File: config.mk
export PLATFORM = sky130hd
export DESIGN_NAME = i2c_own_addr_match
export DESIGN_NICKNAME = d
export VERILOG_FILES = /design/src/rtl/i2c_oam_pkg.sv /design/src/rtl/oam_cfg_regs.sv /design/src/rtl/oam_sec_cmp.sv /design/src/rtl/oam_seq.sv /design/src/rtl/i2c_own_addr_match.sv
export SDC_FILE = /design/constraint.sdc
export NUM_CORES = 1
export LEC_CHECK = 0
export ABC_AREA = 1
export BUFFER_PORTS_ARGS = -buffer_cell sky130_fd_sc_hd__buf_4
export CORE_MARGIN = 10
export CORE_UTILIZATION = 50
export CTS_BUF_LIST = sky130_fd_sc_hd__clkbuf_2 sky130_fd_sc_hd__clkbuf_4 sky130_fd_sc_hd__clkbuf_8
export DETAILED_ROUTE_END_ITERATION = 12
export GPL_TIMING_DRIVEN = 0
export PLACE_DENSITY = 0.72
export RECOVER_POWER = 25
export SYNTH_ARGS = -nofsm -noshare
export SYNTH_HDL_FRONTEND = slang
export SYNTH_HIERARCHICAL = 1
export SYNTH_SLANG_ARGS = --single-unit
File: constraint.sdc
create_clock -name clk -period 1.74 [get_ports clk]
set_input_delay 0.348 -clock clk [delete_from_list [all_inputs] [get_ports clk]]
set_output_delay 0.348 -clock clk [all_outputs]
set_load 0.01 [all_outputs]
File: src/rtl/i2c_oam_pkg.sv
package i2c_oam_pkg;
  localparam int unsigned CFG_W     = 16;
  localparam int unsigned PRI_W     = 10;
  localparam int unsigned SEC_W     = 7;
  localparam int unsigned MSK_W     = 3;
  localparam int unsigned EN_BIT    = 15;
  localparam int unsigned MODE_BIT  = 10;
  localparam int unsigned MSK_LSB   = 8;

  typedef enum logic [1:0] {
    MID_NONE = 2'd0,
    MID_PRI  = 2'd1,
    MID_SEC  = 2'd2
  } match_id_e;

  typedef enum logic {
    SQ_IDLE = 1'b0,
    SQ_HDR  = 1'b1
  } seq_state_e;
endpackage

File: src/rtl/oam_cfg_regs.sv
module oam_cfg_regs
  import i2c_oam_pkg::*;
#(
  parameter int unsigned APPLY_LAT = 2
) (
  input  logic                 clk,
  input  logic                 rst_n,
  input  logic                 wr_en,
  input  logic                 wr_sel,
  input  logic [CFG_W-1:0]     wr_data,
  output logic                 wr_wait,
  output logic                 busy,
  output logic                 pri_en,
  output logic                 pri_mode10,
  output logic [PRI_W-1:0]     pri_addr,
  output logic                 sec_en,
  output logic [MSK_W-1:0]     sec_msk,
  output logic [SEC_W-1:0]     sec_addr
);
  localparam int unsigned CW = $clog2(APPLY_LAT + 1);
  localparam int unsigned PW = MODE_BIT + 1;

  logic [CW-1:0]      cnt_q, cnt_d;
  logic               psel_q, psel_d;
  logic               pen_q, pen_d;
  logic [PW-1:0]      pdat_q, pdat_d;
  logic               pri_en_d, pri_mode_d, sec_en_d;
  logic [PRI_W-1:0]   pri_addr_d;
  logic [MSK_W-1:0]   sec_msk_d;
  logic [SEC_W-1:0]   sec_addr_d;
  logic               accept;
  logic [3:0]         unused_wdata;

  assign unused_wdata = wr_data[EN_BIT-1:PW];
  assign busy    = (cnt_q != '0);
  assign accept  = wr_en && !busy;
  assign wr_wait = wr_en && busy;

  always_comb begin
    cnt_d      = cnt_q;
    psel_d     = psel_q;
    pen_d      = pen_q;
    pdat_d     = pdat_q;
    pri_en_d   = pri_en;
    pri_mode_d = pri_mode10;
    pri_addr_d = pri_addr;
    sec_en_d   = sec_en;
    sec_msk_d  = sec_msk;
    sec_addr_d = sec_addr;
    if (accept) begin
      cnt_d  = CW'(APPLY_LAT);
      psel_d = wr_sel;
      pen_d  = wr_data[EN_BIT];
      pdat_d = wr_data[PW-1:0];
    end else if (busy) begin
      cnt_d = cnt_q - CW'(1);
      if (cnt_q == CW'(1)) begin
        if (!psel_q) begin
          if (!pri_en) begin
            pri_mode_d = pdat_q[MODE_BIT];
            pri_addr_d = pdat_q[PRI_W-1:0];
          end
          pri_en_d = pen_q;
        end else begin
          if (!sec_en) begin
            sec_msk_d  = pdat_q[MSK_LSB +: MSK_W];
            sec_addr_d = pdat_q[SEC_W:1];
          end
          sec_en_d = pen_q;
        end
      end
    end
  end

  always_ff @(posedge clk or negedge rst_n) begin
    if (!rst_n) begin
      cnt_q      <= '0;
      psel_q     <= 1'b0;
      pen_q      <= 1'b0;
      pdat_q     <= '0;
      pri_en     <= 1'b0;
      pri_mode10 <= 1'b0;
      pri_addr   <= '0;
      sec_en     <= 1'b0;
      sec_msk    <= '0;
      sec_addr   <= '0;
    end else begin
      cnt_q      <= cnt_d;
      psel_q     <= psel_d;
      pen_q      <= pen_d;
      pdat_q     <= pdat_d;
      pri_en     <= pri_en_d;
      pri_mode10 <= pri_mode_d;
      pri_addr   <= pri_addr_d;
      sec_en     <= sec_en_d;
      sec_msk    <= sec_msk_d;
      sec_addr   <= sec_addr_d;
    end
  end
endmodule

File: src/rtl/oam_sec_cmp.sv
module oam_sec_cmp
  import i2c_oam_pkg::*;
(
  input  logic             en,
  input  logic [MSK_W-1:0] msk,
  input  logic [SEC_W-1:0] own,
  input  logic [SEC_W-1:0] rx,
  output logic             hit
);
  logic [SEC_W-1:0] care;
  logic             reserved;

  for (genvar i = 0; i < SEC_W; i++) begin : g_care
    assign care[i] = (i >= int'(msk));
  end

  assign reserved = (rx[SEC_W-1:SEC_W-4] == 4'b0000) ||
                    (rx[SEC_W-1:SEC_W-4] == 4'b1111);
  assign hit = en && (((rx ^ own) & care) == '0) &&
               !((msk != '0) && reserved);
endmodule

File: src/rtl/oam_seq.sv
module oam_seq
  import i2c_oam_pkg::*;
(
  input  logic             clk,
  input  logic             rst_n,
  input  logic             byte_vld,
  input  logic             first,
  input  logic [7:0]       rx_byte,
  input  logic             pri_en,
  input  logic             pri_mode10,
  input  logic [PRI_W-1:0] pri_addr,
  input  logic             sec_hit,
  output logic             m_vld,
  output logic             m_ack,
  output match_id_e        m_id,
  output logic             m_rw,
  output seq_state_e       state
);
  seq_state_e st_d;
  logic       hrw_q, hrw_d;
  logic       vld_d, ack_d, rw_d;
  match_id_e  id_d;
  logic       hdr_hit, pri7_hit;

  assign hdr_hit  = pri_en && pri_mode10 && (rx_byte[7:3] == 5'b11110) &&
                    (rx_byte[2:1] == pri_addr[9:8]);
  assign pri7_hit = pri_en && !pri_mode10 && (rx_byte[7:1] == pri_addr[7:1]);

  always_comb begin
    st_d  = state;
    hrw_d = hrw_q;
    vld_d = 1'b0;
    ack_d = 1'b0;
    id_d  = MID_NONE;
    rw_d  = m_rw;
    if (byte_vld && first) begin
      if (hdr_hit) begin
        st_d  = SQ_HDR;
        hrw_d = rx_byte[0];
      end else begin
        st_d  = SQ_IDLE;
        vld_d = 1'b1;
        rw_d  = rx_byte[0];
        if (pri7_hit) begin
          ack_d = 1'b1;
          id_d  = MID_PRI;
        end else if (sec_hit) begin
          ack_d = 1'b1;
          id_d  = MID_SEC;
        end
      end
    end else if (byte_vld && (state == SQ_HDR)) begin
      st_d  = SQ_IDLE;
      vld_d = 1'b1;
      rw_d  = hrw_q;
      if (rx_byte == pri_addr[7:0]) begin
        ack_d = 1'b1;
        id_d  = MID_PRI;
      end
    end
  end

  always_ff @(posedge clk or negedge rst_n) begin
    if (!rst_n) begin
      state <= SQ_IDLE;
      hrw_q <= 1'b0;
      m_vld <= 1'b0;
      m_ack <= 1'b0;
      m_id  <= MID_NONE;
      m_rw  <= 1'b0;
    end else begin
      state <= st_d;
      hrw_q <= hrw_d;
      m_vld <= vld_d;
      m_ack <= ack_d;
      m_id  <= id_d;
      m_rw  <= rw_d;
    end
  end
endmodule

File: src/rtl/i2c_own_addr_match.sv
module i2c_own_addr_match
  import i2c_oam_pkg::*;
#(
  parameter int unsigned APPLY_LAT = 2
) (
  input  logic        clk,
  input  logic        rst_n,
  input  logic        cfg_wr_en,
  input  logic        cfg_sel,
  input  logic [15:0] cfg_wdata,
  output logic        cfg_wait,
  input  logic        addr_byte_vld,
  input  logic        addr_first,
  input  logic [7:0]  addr_byte,
  output logic        match_vld,
  output logic        match_ack,
  output logic [1:0]  match_id,
  output logic        match_rw
);
  logic [1:0]       rst_sync_q;
  logic             rst_n_s;
  logic             cfg_busy;
  logic             pri_en, pri_mode10, sec_en, sec_hit;
  logic [PRI_W-1:0] pri_addr;
  logic [MSK_W-1:0] sec_msk;
  logic [SEC_W-1:0] sec_addr;
  match_id_e        id_e;
  seq_state_e       seq_state;

  always_ff @(posedge clk or negedge rst_n) begin
    if (!rst_n) rst_sync_q <= 2'b00;
    else        rst_sync_q <= {rst_sync_q[0], 1'b1};
  end
  assign rst_n_s = rst_sync_q[1];

  oam_cfg_regs #(.APPLY_LAT(APPLY_LAT)) u_cfg (
    .clk(clk), .rst_n(rst_n_s),
    .wr_en(cfg_wr_en), .wr_sel(cfg_sel), .wr_data(cfg_wdata),
    .wr_wait(cfg_wait), .busy(cfg_busy),
    .pri_en(pri_en), .pri_mode10(pri_mode10), .pri_addr(pri_addr),
    .sec_en(sec_en), .sec_msk(sec_msk), .sec_addr(sec_addr)
  );

  oam_sec_cmp u_sec (
    .en(sec_en), .msk(sec_msk), .own(sec_addr),
    .rx(addr_byte[7:1]), .hit(sec_hit)
  );

  oam_seq u_seq (
    .clk(clk), .rst_n(rst_n_s),
    .byte_vld(addr_byte_vld), .first(addr_first), .rx_byte(addr_byte),
    .pri_en(pri_en), .pri_mode10(pri_mode10), .pri_addr(pri_addr),
    .sec_hit(sec_hit),
    .m_vld(match_vld), .m_ack(match_ack), .m_id(id_e), .m_rw(match_rw),
    .state(seq_state)
  );

  assign match_id = id_e;
endmodule

==> impl_metrics.json <==
{
  "detail-route-antenna-nets": 0,
  "floorplan.die.width_um": 88.6,
  "start_util_pct": 53.0,
  "netSwitchingPower_mw": 1.66,
  "max_freq_mhz": 626,
  "power.combinational.fraction_pct": 37.9,
  "cts_root_buf": "sky130_fd_sc_hd__clkbuf_8",
  "design.final.nets": 372,
  "synth.mux.area_fraction_pct": 0,
  "yosysTopAreaCellShare_pct": 50.0,
  "post_synth_main_area_contributors": "sky130_fd_sc_hd__dfrtp_1 (50%), sky130_fd_sc_hd__nand2_1 (18%), sky130_fd_sc_hd__nand3_1 (9.8%)",
  "worst_hold_slack_ns": 0.189,
  "finalHoldViolations": 0,
  "critPathLaunchType": "register",
  "cts.reportedPaths.clkPinSlew_ns": 0.09,
  "remaining_drc_errors": 0,
  "syn_area_um2": 2350,
  "power.share.switching_pct": 40.6,
  "cp_class": "reg2out",
  "grt.overflow.total": 0,
  "clkPwrFrac_pct": 16.5,
  "dp.final_hpwl_um": 3650,
  "pin_count": 36,
  "floorplan.die.height_um": 88.6,
  "syn-instance-count": 298,
  "setup.reg_to_reg.worst_slack_ns": 0.18,
  "layout.cells.most_common": "sky130_fd_sc_hd__nand2_1",
  "worstHoldPathType": "reg2async",
  "synthesis.area_per_instance_um2": 7.90,
  "cts.htree.levels": 2,
  "utilization_pct": 62.1,
  "antenna_found_initial": 0,
  "post_detailed_routing_wire_length_um": 4850,
  "gpl.final_weighted_congestion": 0.827,
  "synth_xor_area_share_pct": 3.72,
  "dp_slack_ns": 0.168,
  "routed_wire_length_per_instance_um": 12.4,
  "synth_top_family_by_area": "simple AND/OR/NAND/NOR gates",
  "ys_seq_area_share_pct": 50.0,
  "cts_made_buffers": 5,
  "leakagePower_nw": 1.53,
  "max_slew.worst_pin.slew_ns": 0.825,
  "dr.pass1.iters": 4,
  "avgViaCountPerCell": 4.89,
  "synthFlopType": "sky130_fd_sc_hd__dfrtp_1",
  "cp-end-kind": "primary output",
  "worst_ir_drop_vdd_mv": 0.802,
  "clockBufferDepth": 2,
  "drt_iter0_markers": 136,
  "run_status": "complete, no violations",
  "clock_sinks": 47,
  "area_growth_pct": 17.3,
  "layout_worst_path_cycle_share_pct": 91.8,
  "max_slew_margin_pct": 45.0,
  "synth_top_area_cell": "sky130_fd_sc_hd__dfrtp_1",
  "design.die.area_um2": 7850,
  "worst_ep_required_time_ns": 1.39,
  "wp_data_arrival_ns": 1.25,
  "worstSkewPairLatency_ns": 0.31,
  "diodes": 0,
  "worst_slack_ns": 0.143,
  "commonest_cells_after_routing_fill_and_taps_aside": "sky130_fd_sc_hd__nand2_1 (112), sky130_fd_sc_hd__dfrtp_1 (47), sky130_fd_sc_hd__nand3_1 (46), sky130_fd_sc_hd__buf_4 (35), sky130_fd_sc_hd__inv_1 (25)",
  "totalNegativeSetupSlack_ns": 0,
  "cell_internal_pwr_mw": 2.42,
  "rsz0062_at_grt": "no",
  "ff_latch_count_synth": 47,
  "groute.usage.overall_pct": 13.6,
  "tritoncts": "done",
  "port-buffer-count": 31,
  "grt_first_pass_wirelength_um": 8440,
  "critical_path.max_fanout": 3,
  "fin_skew_ns": 0.0101,
  "max-cap-violations": 0,
  "synth_async_sr_flop_share_pct": 100,
  "synth_adder_area_share_pct": 1.59,
  "vias": 1916,
  "drive_above_1_share_pct": 19.7,
  "yosys.area_share.simple_pct": 34.9,
  "report.final.setup_viol": 0,
  "synth_warnings": 6,
  "post_cts_resized": 0,
  "synth_enable_flop_cells": 0,
  "min_period_ns": 1.60,
  "grt_pass1_vias": 1853,
  "pin_count_of_the_biggest_net_entering_global_routing": 35,
  "synth.distinct_cells": 22,
  "design.core.area_um2": 4440,
  "row_count": 24,
  "pwr_density_cell_nw_per_um2": 1480,
  "total_nets_after_synthesis": 331,
  "post_synthesis_compound_gate_area_fraction_pct": 2.34,
  "share_seq_of_total_power_pct": 45.6,
  "final_count_of_pins_violating_max_slew": 0
}
[sequential cells by signal, summed over array words and instances (netlist names), 2 cells and up]
name	flops
u_cfg/pdat_q	11
u_cfg/sec_msk	3
u_cfg/cnt_q	2
u_cfg/pri_addr	10
rst_sync_q	2
u_cfg/sec_addr	7
u_seq/m_id	2
[final timing paths]
kind / start / endpoint / cells after the start
setup / recovery: u_cfg/cnt_q[0] / cfg_wait / 5
hold / removal: rst_sync_q[1] / u_cfg/pdat_q[0] / 0
setup reg to reg: u_cfg/cnt_q[1] / u_cfg/pdat_q[5] / 8
hold reg to reg: rst_sync_q[1] / u_cfg/pdat_q[0] / 0
max in group asynchronous: rst_sync_q[1] / u_cfg/pdat_q[10] / 1
min in group clk: addr_byte_vld / u_seq/state / 2
[cells in the mapped netlist (2+ instances only)]
| cell type | number |
|---|---|
| sky130_fd_sc_hd__nand3_1 | 46 |
| sky130_fd_sc_hd__a21oi_1 | 2 |
| sky130_fd_sc_hd__nor2_1 | 16 |
| sky130_fd_sc_hd__xnor2_1 | 4 |
| sky130_fd_sc_hd__dfrtp_1 | 47 |
| sky130_fd_sc_hd__inv_2 | 2 |
| sky130_fd_sc_hd__nor2_2 | 4 |
| sky130_fd_sc_hd__buf_2 | 3 |
| sky130_fd_sc_hd__nand2_2 | 10 |
| sky130_fd_sc_hd__nand2_1 | 112 |
| sky130_fd_sc_hd__o21ai_0 | 6 |
| sky130_fd_sc_hd__buf_6 | 3 |
| sky130_fd_sc_hd__xor2_1 | 6 |
| sky130_fd_sc_hd__buf_4 | 3 |
| sky130_fd_sc_hd__inv_1 | 25 |
| sky130_fd_sc_hd__ha_1 | 3 |
[metal layers]
metal | global-route usage [%] | wire length (um) | vias up
li1 | - | - | 1015
met1 | 16.5 | 2300 | 866
met2 | 22.0 | 2210 | 30
met3 | 4.78 | 272 | 5
met4 | 4.99 | 64 | 0
met5 | 0 | 0 | -
[through the flow]
stage	area [um2]	total power, mW	cells
after floorplan	2350	2.98	298
after global placement	2650	3.35	381
after detailed placement	2670	3.41	382
after CTS	2780	4.12	392
after global routing	2760	4.46	392
final	2760	4.08	392
[final cells by class]
type,count,area (um2)
plain buffers,8,66.3
clock buffers,5,68.8
clock inverters,3,18.8
fillers,396,1680
inverters,27,101
multi-input cells,215,1000
flip-flops and latches,47,1180
well taps,52,65.1
repair buffers,35,259
[critical path, stage by stage (launching register included)]
cell                      delay [ns]
sky130_fd_sc_hd__dfrtp_1        0.35
sky130_fd_sc_hd__inv_1          0.06
sky130_fd_sc_hd__ha_1           0.20
sky130_fd_sc_hd__buf_6          0.12
sky130_fd_sc_hd__nor2_1         0.09
sky130_fd_sc_hd__buf_4          0.12
[power by group through the flow]
stage | Clock (mW) | Combinational, mW | Sequential, mW
final | 0.673 | 1.55 | 1.86
after global routing | 0.735 | 1.79 | 1.93
after CTS | 0.696 | 1.56 | 1.87
after detailed placement | 0 | 1.52 | 1.89
after global placement | 0 | 1.45 | 1.89
after floorplan | 0 | 1.20 | 1.79
[repair_timing]
item                                   in CTS  in global routing
setup buffers                               2                  0
hold buffers                                1                  0
endpoints found under the hold margin       2                  0
setup endpoints to repair                   1                  0
[kinds of logic (layout without fill, tap and decap cells)]
family,Yosys count,in the layout
flops,47,47
fa+ha+maj,3,3
xor+xnor,10,10
other cells,1,1
simple gates,191,191
compound gates,10,10
buf+inv,36,78
(Power assumes the default switching activity.)
